<file path="src/rtl/cf_pkg.sv">
package cf_pkg;
    parameter int XLEN = 32;
    parameter int RIDX = 5;
    parameter int CIDX = 3;
    parameter int OPW  = 4;

    localparam logic [RIDX-1:0] CMP_BASE = RIDX'(8);
    localparam logic [RIDX-1:0] LINK_REG = RIDX'(1);
    localparam logic [XLEN-1:0] PARCEL   = XLEN'(2);

    typedef enum logic [OPW-1:0] {
        CF_NONE = 4'd0,
        CF_RJMP = 4'd1,
        CF_RCALL = 4'd2,
        CF_CALL = 4'd3,
        CF_JMP  = 4'd4,
        CF_BZ   = 4'd5,
        CF_BNZ  = 4'd6,
        CF_BRK  = 4'd7
    } cf_op_e;

    typedef struct packed {
        logic [XLEN-1:0] npc;
        logic            lwe;
        logic [RIDX-1:0] lidx;
        logic [XLEN-1:0] ldata;
        logic            taken;
        logic            halt;
    } cf_res_t;
endpackage

</file>
<file path="src/rtl/cf_src_map.sv">
module cf_src_map
    import cf_pkg::*;
(
    input  logic [OPW-1:0]  op,
    input  logic [RIDX-1:0] full_idx,
    input  logic [CIDX-1:0] cmp_idx,
    output logic [RIDX-1:0] rd_idx
);
    logic use_cmp;
    always_comb begin
        use_cmp = (op == CF_BZ) || (op == CF_BNZ);
        rd_idx  = use_cmp ? (CMP_BASE + RIDX'(cmp_idx)) : full_idx;
    end
endmodule

</file>
<file path="src/rtl/cf_target.sv">
module cf_target
    import cf_pkg::*;
(
    input  logic [XLEN-1:0] pc,
    input  logic [XLEN-1:0] rval,
    input  logic [XLEN-1:0] offset,
    output logic [XLEN-1:0] seq_pc,
    output logic [XLEN-1:0] rel_pc,
    output logic [XLEN-1:0] ind_pc
);
    always_comb begin
        seq_pc = pc + PARCEL;
        rel_pc = pc + offset;
        ind_pc = {rval[XLEN-1:1], 1'b0};
    end
endmodule

</file>
<file path="src/rtl/cf_cond.sv">
module cf_cond
    import cf_pkg::*;
(
    input  logic [OPW-1:0]  op,
    input  logic [XLEN-1:0] rval,
    output logic            br_take
);
    logic is_zero;
    always_comb begin
        is_zero = (rval == '0);
        br_take = ((op == CF_BZ) && is_zero) || ((op == CF_BNZ) && !is_zero);
    end
endmodule

</file>
<file path="src/rtl/cf_nextpc.sv">
module cf_nextpc
    import cf_pkg::*;
(
    input  logic        clk,
    input  logic        rst_n,
    input  logic [3:0]  op_i,
    input  logic [31:0] pc_i,
    input  logic [4:0]  full_idx_i,
    input  logic [2:0]  cmp_idx_i,
    output logic [4:0]  rs_idx_o,
    input  logic [31:0] rs_val_i,
    input  logic [31:0] offset_i,
    output logic [31:0] next_pc_o,
    output logic        link_we_o,
    output logic [4:0]  link_idx_o,
    output logic [31:0] link_data_o,
    output logic        taken_o,
    output logic        halt_o
);
    logic [XLEN-1:0] seq_pc, rel_pc, ind_pc;
    logic            br_take;
    cf_res_t         res_d, res_q;

    cf_src_map u_map (
        .op(op_i), .full_idx(full_idx_i), .cmp_idx(cmp_idx_i), .rd_idx(rs_idx_o)
    );
    cf_target u_tgt (
        .pc(pc_i), .rval(rs_val_i), .offset(offset_i),
        .seq_pc(seq_pc), .rel_pc(rel_pc), .ind_pc(ind_pc)
    );
    cf_cond u_cond (
        .op(op_i), .rval(rs_val_i), .br_take(br_take)
    );

    always_comb begin
        res_d       = '0;
        res_d.npc   = seq_pc;
        case (op_i)
            CF_RJMP: begin
                res_d.npc   = ind_pc;
                res_d.taken = 1'b1;
            end
            CF_RCALL: begin
                res_d.npc   = ind_pc;
                res_d.lidx  = LINK_REG;
                res_d.ldata = seq_pc;
                res_d.taken = 1'b1;
            end
            CF_CALL, CF_JMP: begin
                res_d.npc   = rel_pc;
                res_d.lidx  = (op_i == CF_CALL) ? LINK_REG : '0;
                res_d.ldata = seq_pc;
                res_d.taken = 1'b1;
            end
            CF_BZ, CF_BNZ: begin
                res_d.npc   = br_take ? rel_pc : seq_pc;
                res_d.taken = br_take;
            end
            CF_BRK: begin
                res_d.npc  = pc_i;
                res_d.halt = 1'b1;
            end
            default: ;
        endcase
        res_d.lwe = (op_i == CF_RCALL || op_i == CF_CALL || op_i == CF_JMP)
                    && (res_d.lidx != '0);
    end

    always_ff @(posedge clk or negedge rst_n) begin
        if (!rst_n) res_q <= '0;
        else        res_q <= res_d;
    end

    assign next_pc_o   = res_q.npc;
    assign link_we_o   = res_q.lwe;
    assign link_idx_o  = res_q.lidx;
    assign link_data_o = res_q.ldata;
    assign taken_o     = res_q.taken;
    assign halt_o      = res_q.halt;

    AST_LINK_NOT_X0: assert property (@(posedge clk) disable iff (!rst_n)
        link_we_o |-> (link_idx_o != 5'd0));
    AST_HALT_NO_TAKE: assert property (@(posedge clk) disable iff (!rst_n)
        halt_o |-> (!taken_o && !link_we_o));
    AST_RJMP_MASK: assert property (@(posedge clk) disable iff (!rst_n)
        (op_i == 4'd1) |=> (next_pc_o == {$past(rs_val_i[31:1]), 1'b0}));
    AST_CALL_LINK: assert property (@(posedge clk) disable iff (!rst_n)
        (op_i == 4'd3) |=> (link_we_o && link_data_o == $past(pc_i) + 32'd2));
    AST_BZ_FALL: assert property (@(posedge clk) disable iff (!rst_n)
        (op_i == 4'd5 && rs_val_i != 32'd0) |=> (!taken_o && next_pc_o == $past(pc_i) + 32'd2));
    AST_BNZ_FALL: assert property (@(posedge clk) disable iff (!rst_n)
        (op_i == 4'd6 && rs_val_i == 32'd0) |=> (!taken_o && next_pc_o == $past(pc_i) + 32'd2));
    AST_PLAIN_STEP: assert property (@(posedge clk) disable iff (!rst_n)
        (op_i >= 4'd8) |=> (!taken_o && !halt_o && next_pc_o == $past(pc_i) + 32'd2));
endmodule

</file>
<file path="config.mk">
export PLATFORM = sky130hd
export DESIGN_NAME = cf_nextpc
export DESIGN_NICKNAME = d
export VERILOG_FILES = /design/src/rtl/cf_pkg.sv /design/src/rtl/cf_src_map.sv /design/src/rtl/cf_target.sv /design/src/rtl/cf_cond.sv /design/src/rtl/cf_nextpc.sv
export SDC_FILE = /design/constraint.sdc
export NUM_CORES = 1
export LEC_CHECK = 0
export BUFFER_PORTS_ARGS = -buffer_cell sky130_fd_sc_hd__buf_4
export CORE_MARGIN = 4
export CORE_UTILIZATION = 40
export DETAILED_ROUTE_END_ITERATION = 10
export GPL_ROUTABILITY_DRIVEN = 0
export PLACE_DENSITY_LB_ADDON = 0.3
export RECOVER_POWER = 25
export SYNTH_ARGS = -nofsm -noshare
export SYNTH_HDL_FRONTEND = slang
export SYNTH_SLANG_ARGS = --single-unit
</file>
<file path="constraint.sdc">
create_clock -name clk -period 3.5 [get_ports clk]
set_input_delay 0.35 -clock clk [delete_from_list [all_inputs] [get_ports clk]]
set_output_delay 0.35 -clock clk [all_outputs]
set_load 0.03 [all_outputs]
</file>
; Word level (Yosys, flattened, before mapping)
; Index checks and enable logic that the tools add are counted.
[totals]
register_bits = 72
inputBits = 110
[classes]
addsub = 3
n_eq_ne = 7
n_mux = 7
n_reduce_logical = 14
[op_table]
columns = operator, n
row1 = $pmux W32 S4, 1
row2 = $pmux W33 S2, 1
row3 = $add A32 B2 Y32 const B, 1
row4 = $add A32 B32 Y32, 1
row5 = $logic_not A32 Y1, 1
row6 = $mux W32, 1
row7 = $eq A4 B3 Y1 const B, 4
row8 = $eq A4 B2 Y1 const B, 2
row9 = $reduce_or A2 Y1, 3
row10 = $add A4 B3 Y5 const A, 1
row11 = $mux W5, 1
row12 = $reduce_bool A5 Y1, 1
row13 = $eq A4 B1 Y1 const B, 1
row14 = $logic_or A1 B1 Y1, 4
row15 = $reduce_or A4 Y1, 1
row16 = $logic_and A1 B1 Y1, 3
row17 = $mux W1, 2
row18 = $pmux W1 S2, 1
row19 = $logic_not A1 Y1, 1

; Logic depth before layout (Yosys ltp)
[depth]
ltp_word = 6
depth_mapped = 12

; Modules after synthesis
; Synthesis repeated with hierarchy kept, for this count alone.
[hier_totals]
hier_cells = 768
hier_area_um2 = 6454.9
[by_module_without_submodules]
columns = module, instances, cells_per_inst, area_each_um2
row1 = cf_nextpc, 1, 392, 3684.8
row2 = cf_target, 1, 354, 2601.2
row3 = cf_cond, 1, 15, 100.1
row4 = cf_src_map, 1, 7, 68.8

; Worst setup path after synthesis
; No wires, ideal clock.
[synth_timing]
path_kind = input-to-reg
from = input pc_i[0]
to = register res_q, in the netlist next_pc_o[28]
setup_time_ns = 0.131
t_arrival_ns = 2.562
t_required_ns = 3.369
setup_slack_ns = 0.807
path_stages = 12
path_buffers = 0
path_cell_list = ha_1 -> inv_1 -> fa_1 -> nor2b_4 -> o31a_1 -> o31ai_2 -> a21boi_2 -> a31o_4 -> a41oi_4 -> o21a_4 -> and4_1 -> or3_1
[synth_lines]
columns = element, line
row1 = from (decl), cf_nextpc.sv:7  ; input logic [31:0] pc_i,
row2 = to (signal assigned), cf_nextpc.sv:71  ; else res_q <= res_d;
row3 = to (decl), cf_nextpc.sv:22  ; cf_res_t res_d, res_q;

==> metrics.csv <==
stage,metric,value,unit
logic_synthesis,mux share of post-synthesis cell area,0.0107,
run_status,violated checks,"max-capacitance violations, max-slew violations",
logic_synthesis,YS warnings,0,
routing,routed len/inst,19.6,um
timing,fmax,360,MHz
power,Power Density,395,nW/um^2
timing,Final Cycle Share,0.794,
timing,final worst setup slack,721,ps
min_path,Tightest Hold Check Type,in2reg,
routing,routed vias/inst,5.81,
global_route,initial antenna violation count,0,
global_route,number of global-route vias before repair,5551,
setup_path,CP max stage delay,420,ps
clock_tree,H-tree levels,3,
timing,worst-case hold slack,243,ps
setup_path,"Req. time, crit path",3700,ps
layout,nets@finish,891,
clock_tree,TritonCTS Buffers,9,
logic_synthesis,fraction of the mapped netlist area in compound gates,0.244,
routing,DRC,0,
logic_synthesis,Synth Area in Simple Gates,0.190,
timing,relative slew slack,-0.150,
setup_path,Worst EP arrival,2980,ps
logic_synthesis,largest family of logic cells by synthesized area,compound AO/OA/AOI/OAI gates,
floorplanning,die width,120,um
power,cell internal pwr,1.80,mW
clock_tree,Post-CTS Hold Buffers,0,
logic_synthesis,Post-Synthesis Cells,571,
clock_tree,CTS Sinks,68,
power,clock power share,0.346,
placed_design,Buffers on Ports,182,
logic_synthesis,Post-Syn Area per Cell,8.84,um^2
layout,most frequent cells in the layout,"buf_4 (188), dfrtp_1 (68), nor2_1 (52)",
logic_synthesis,post-synth top area share,0.337,
timing,RSZ-0062 raised after global routing,false,
logic_synthesis,number of synthesized flops with an enable pin,0,
layout,Area Growth Syn to Fin,35.7,%
routing,final wirelength,18.0,mm
logic_synthesis,mapped cell area,5050,um^2
logic_synthesis,xor/xnor share of the synthesized area,0.0937,
logic_synthesis,synthesized flop and latch total,68,
setup_path,CP Capture Type,register,
setup_path,CP Launch Type,input pin,
floorplanning,num rows,40,
clock_tree,Post-CTS Setup Inserts,0,
placed_design,dpl hpwl,13.7,mm
logic_synthesis,Synth cell types,67,
logic_synthesis,Synth Area in Adders,0.0833,
setup_path,CP Max Fanout,8,
global_route,gr usage total,0.246,
floorplanning,initial core utilization,0.415,
timing,setup tns final,0,ps
run_status,run status,"complete, but fails checks",
layout,layout cells sized above 1,0.299,
setup_path,crit-path cells,buf_4 > ha_1 > a211oi_1 > o21ai_0 > and4bb_2 > o211ai_1 > o221ai_1 > a21oi_1 > o311ai_1 > xnor2_1 > o21ai_1,
clock_tree,Clock Path Buffers,2,
timing,"Hold Violations, Final",0,
logic_synthesis,Area contributors post-synth,"dfrtp_1 (34%), ha_1 (7.9%), xnor2_1 (4.9%)",
run,max-cap violations,1,
logic_synthesis,fraction of registers with async set/reset,1.00,
floorplanning,die area,14500,um^2
clock_tree,"Clk pin slew, worst setup/hold paths",50,ps
routing,initial DRC count,568,
timing,Final Setup Violations,0,
power,combinational share of power,0.333,
placed_design,Place WS,453,ps
global_route,first-pass GRT wire length,28.2,mm
timing,"Slew Viols, Final",69,
global_route,largest net degree at the start of global routing,69,
power,P_leak,3.19,nW
layout,multi-input logic area,3160,um^2
layout,fillcell total,1134,
logic_synthesis,ys flop type,dfrtp_1,
layout,FF/Latch Area,1700,um^2
power,Switching Share,0.335,
layout,"commonest non-fill, non-tap cell in the layout",buf_4,
clock_tree,Root Driver,clkbuf_16,
layout,diode count,0,
floorplanning,CORE AREA,12200,um^2
power,Psw,0.907,mW
logic_synthesis,cell accounting for the most synthesized area,dfrtp_1,
clock_tree,post_cts resized,0,
power,Seq pwr share,0.321,
setup_path,critical path's slowest cell,a21oi_1,
timing,actual slew at the worst max-slew pin,1730,ps
routing,Post-DRT Antenna Nets,0,
clock_tree,CTS tree,built,
routing,vias after detailed routing,5349,
logic_synthesis,register area share after synthesis,0.337,
routing,TritonRoute pass-1 iters,5,
timing,fin crit period,2780,ps
power,Max rail drop VDD,0.240,mV
floorplanning,I/O pins,187,
floorplanning,die height,120,um
setup_path,Crit Path Category,in2reg,
global_route,Overflow after GRT,0,
critical path: cells and delay by family:
kind,cells,cell delay (ps)
buffers and inverters,1,140
XOR/XNOR,1,190
AND/OR/NAND/NOR,1,280
AO/OA/AOI/OAI,7,1710
adder cells (fa/ha/maj),1,310
logic make-up (layout without fill, tap and decap cells):
logic type               Yosys count  count (layout)
AND/OR/NAND/NOR                  193             193
XOR/XNOR                          54              54
AO/OA/AOI/OAI                    175             175
buffers and inverters             42             221
flip-flops                        68              68
multiplexers                       5               5
other                              1               4
adder cells (fa/ha/maj)           33              33
path summary, 6_finish.rpt:
check	startpoint	end	slack [ps]	cells after the start
worst min-delay path	op_i[3]	link_we_o$_DFF_PN0_	240	2
min in group asynchronous	rst_n	next_pc_o[15]$_DFF_PN0_	470	1
worst max-delay path	pc_i[1]	next_pc_o[27]$_DFF_PN0_	720	11
max in group asynchronous	rst_n	link_data_o[0]$_DFF_PN0_	2010	1
state kept, by name, indices dropped and copies added (netlist names):
register     cells
next_pc_o       32
taken_o          1
halt_o           1
link_idx_o       1
link_we_o        1
link_data_o     32
per-stage QoR:
stage	utilization	power (mW)	area, um^2	std cells
2_1_floorplan	-	1.41	5060	574
3_3_place_gp	0.539	1.76	6560	905
3_5_place_dp	0.539	1.77	6560	905
4_1_cts	0.564	2.72	6860	921
5_1_grt	0.563	2.83	6850	921
6_report	0.563	2.71	6850	921
power by group through the flow:
stage | combinational, mW | clock [mW] | sequential, mW
2_1_floorplan | 0.408 | 0 | 1.01
3_3_place_gp | 0.877 | 0 | 0.884
3_5_place_dp | 0.890 | 0 | 0.883
4_1_cts | 0.895 | 0.954 | 0.870
5_1_grt | 0.971 | 0.984 | 0.875
6_report | 0.903 | 0.937 | 0.870
area by class of cell:
| type | count | share of cell area |
|---|---|---|
| Clock buffer | 12 | 0.0374 |
| Clock inverter | 4 | 0.00694 |
| Inverter | 15 | 0.00822 |
| Multi-Input combinational cell | 464 | 0.461 |
| Sequential cell | 68 | 0.248 |
| Tap cell | 168 | 0.0307 |
| Timing Repair Buffer | 190 | 0.207 |
synthesized netlist by cell type (4+ instances only):
library cell and instances:
a211oi_1 6, a21o_1 16, a21oi_1 33, a221o_1 4, a221oi_1 8, a222oi_1 9, a22oi_1 8, and3_1 12
buf_4 5, clkbuf_1 13, dfrtp_1 68, ha_1 32, inv_1 15, nand2_1 42, nand2b_1 5, nand3_1 27
nand4_1 7, nor2_1 52, nor2b_1 11, nor3_1 9, nor4_1 9, o211ai_1 4, o21a_1 4, o21ai_0 45
o221ai_1 10, o31ai_1 4, xnor2_1 28, xor2_1 26
per-layer routing:
metal | GRT usage | up-vias | share of wire
met5 | 0 | - | 0
met4 | 0.116 | 0 | 0.031
met3 | 0.0458 | 51 | 0.093
met2 | 0.396 | 322 | 0.46
met1 | 0.319 | 2510 | 0.42
li1 | - | 2466 | -
Power figures use the tool's default switching activity.
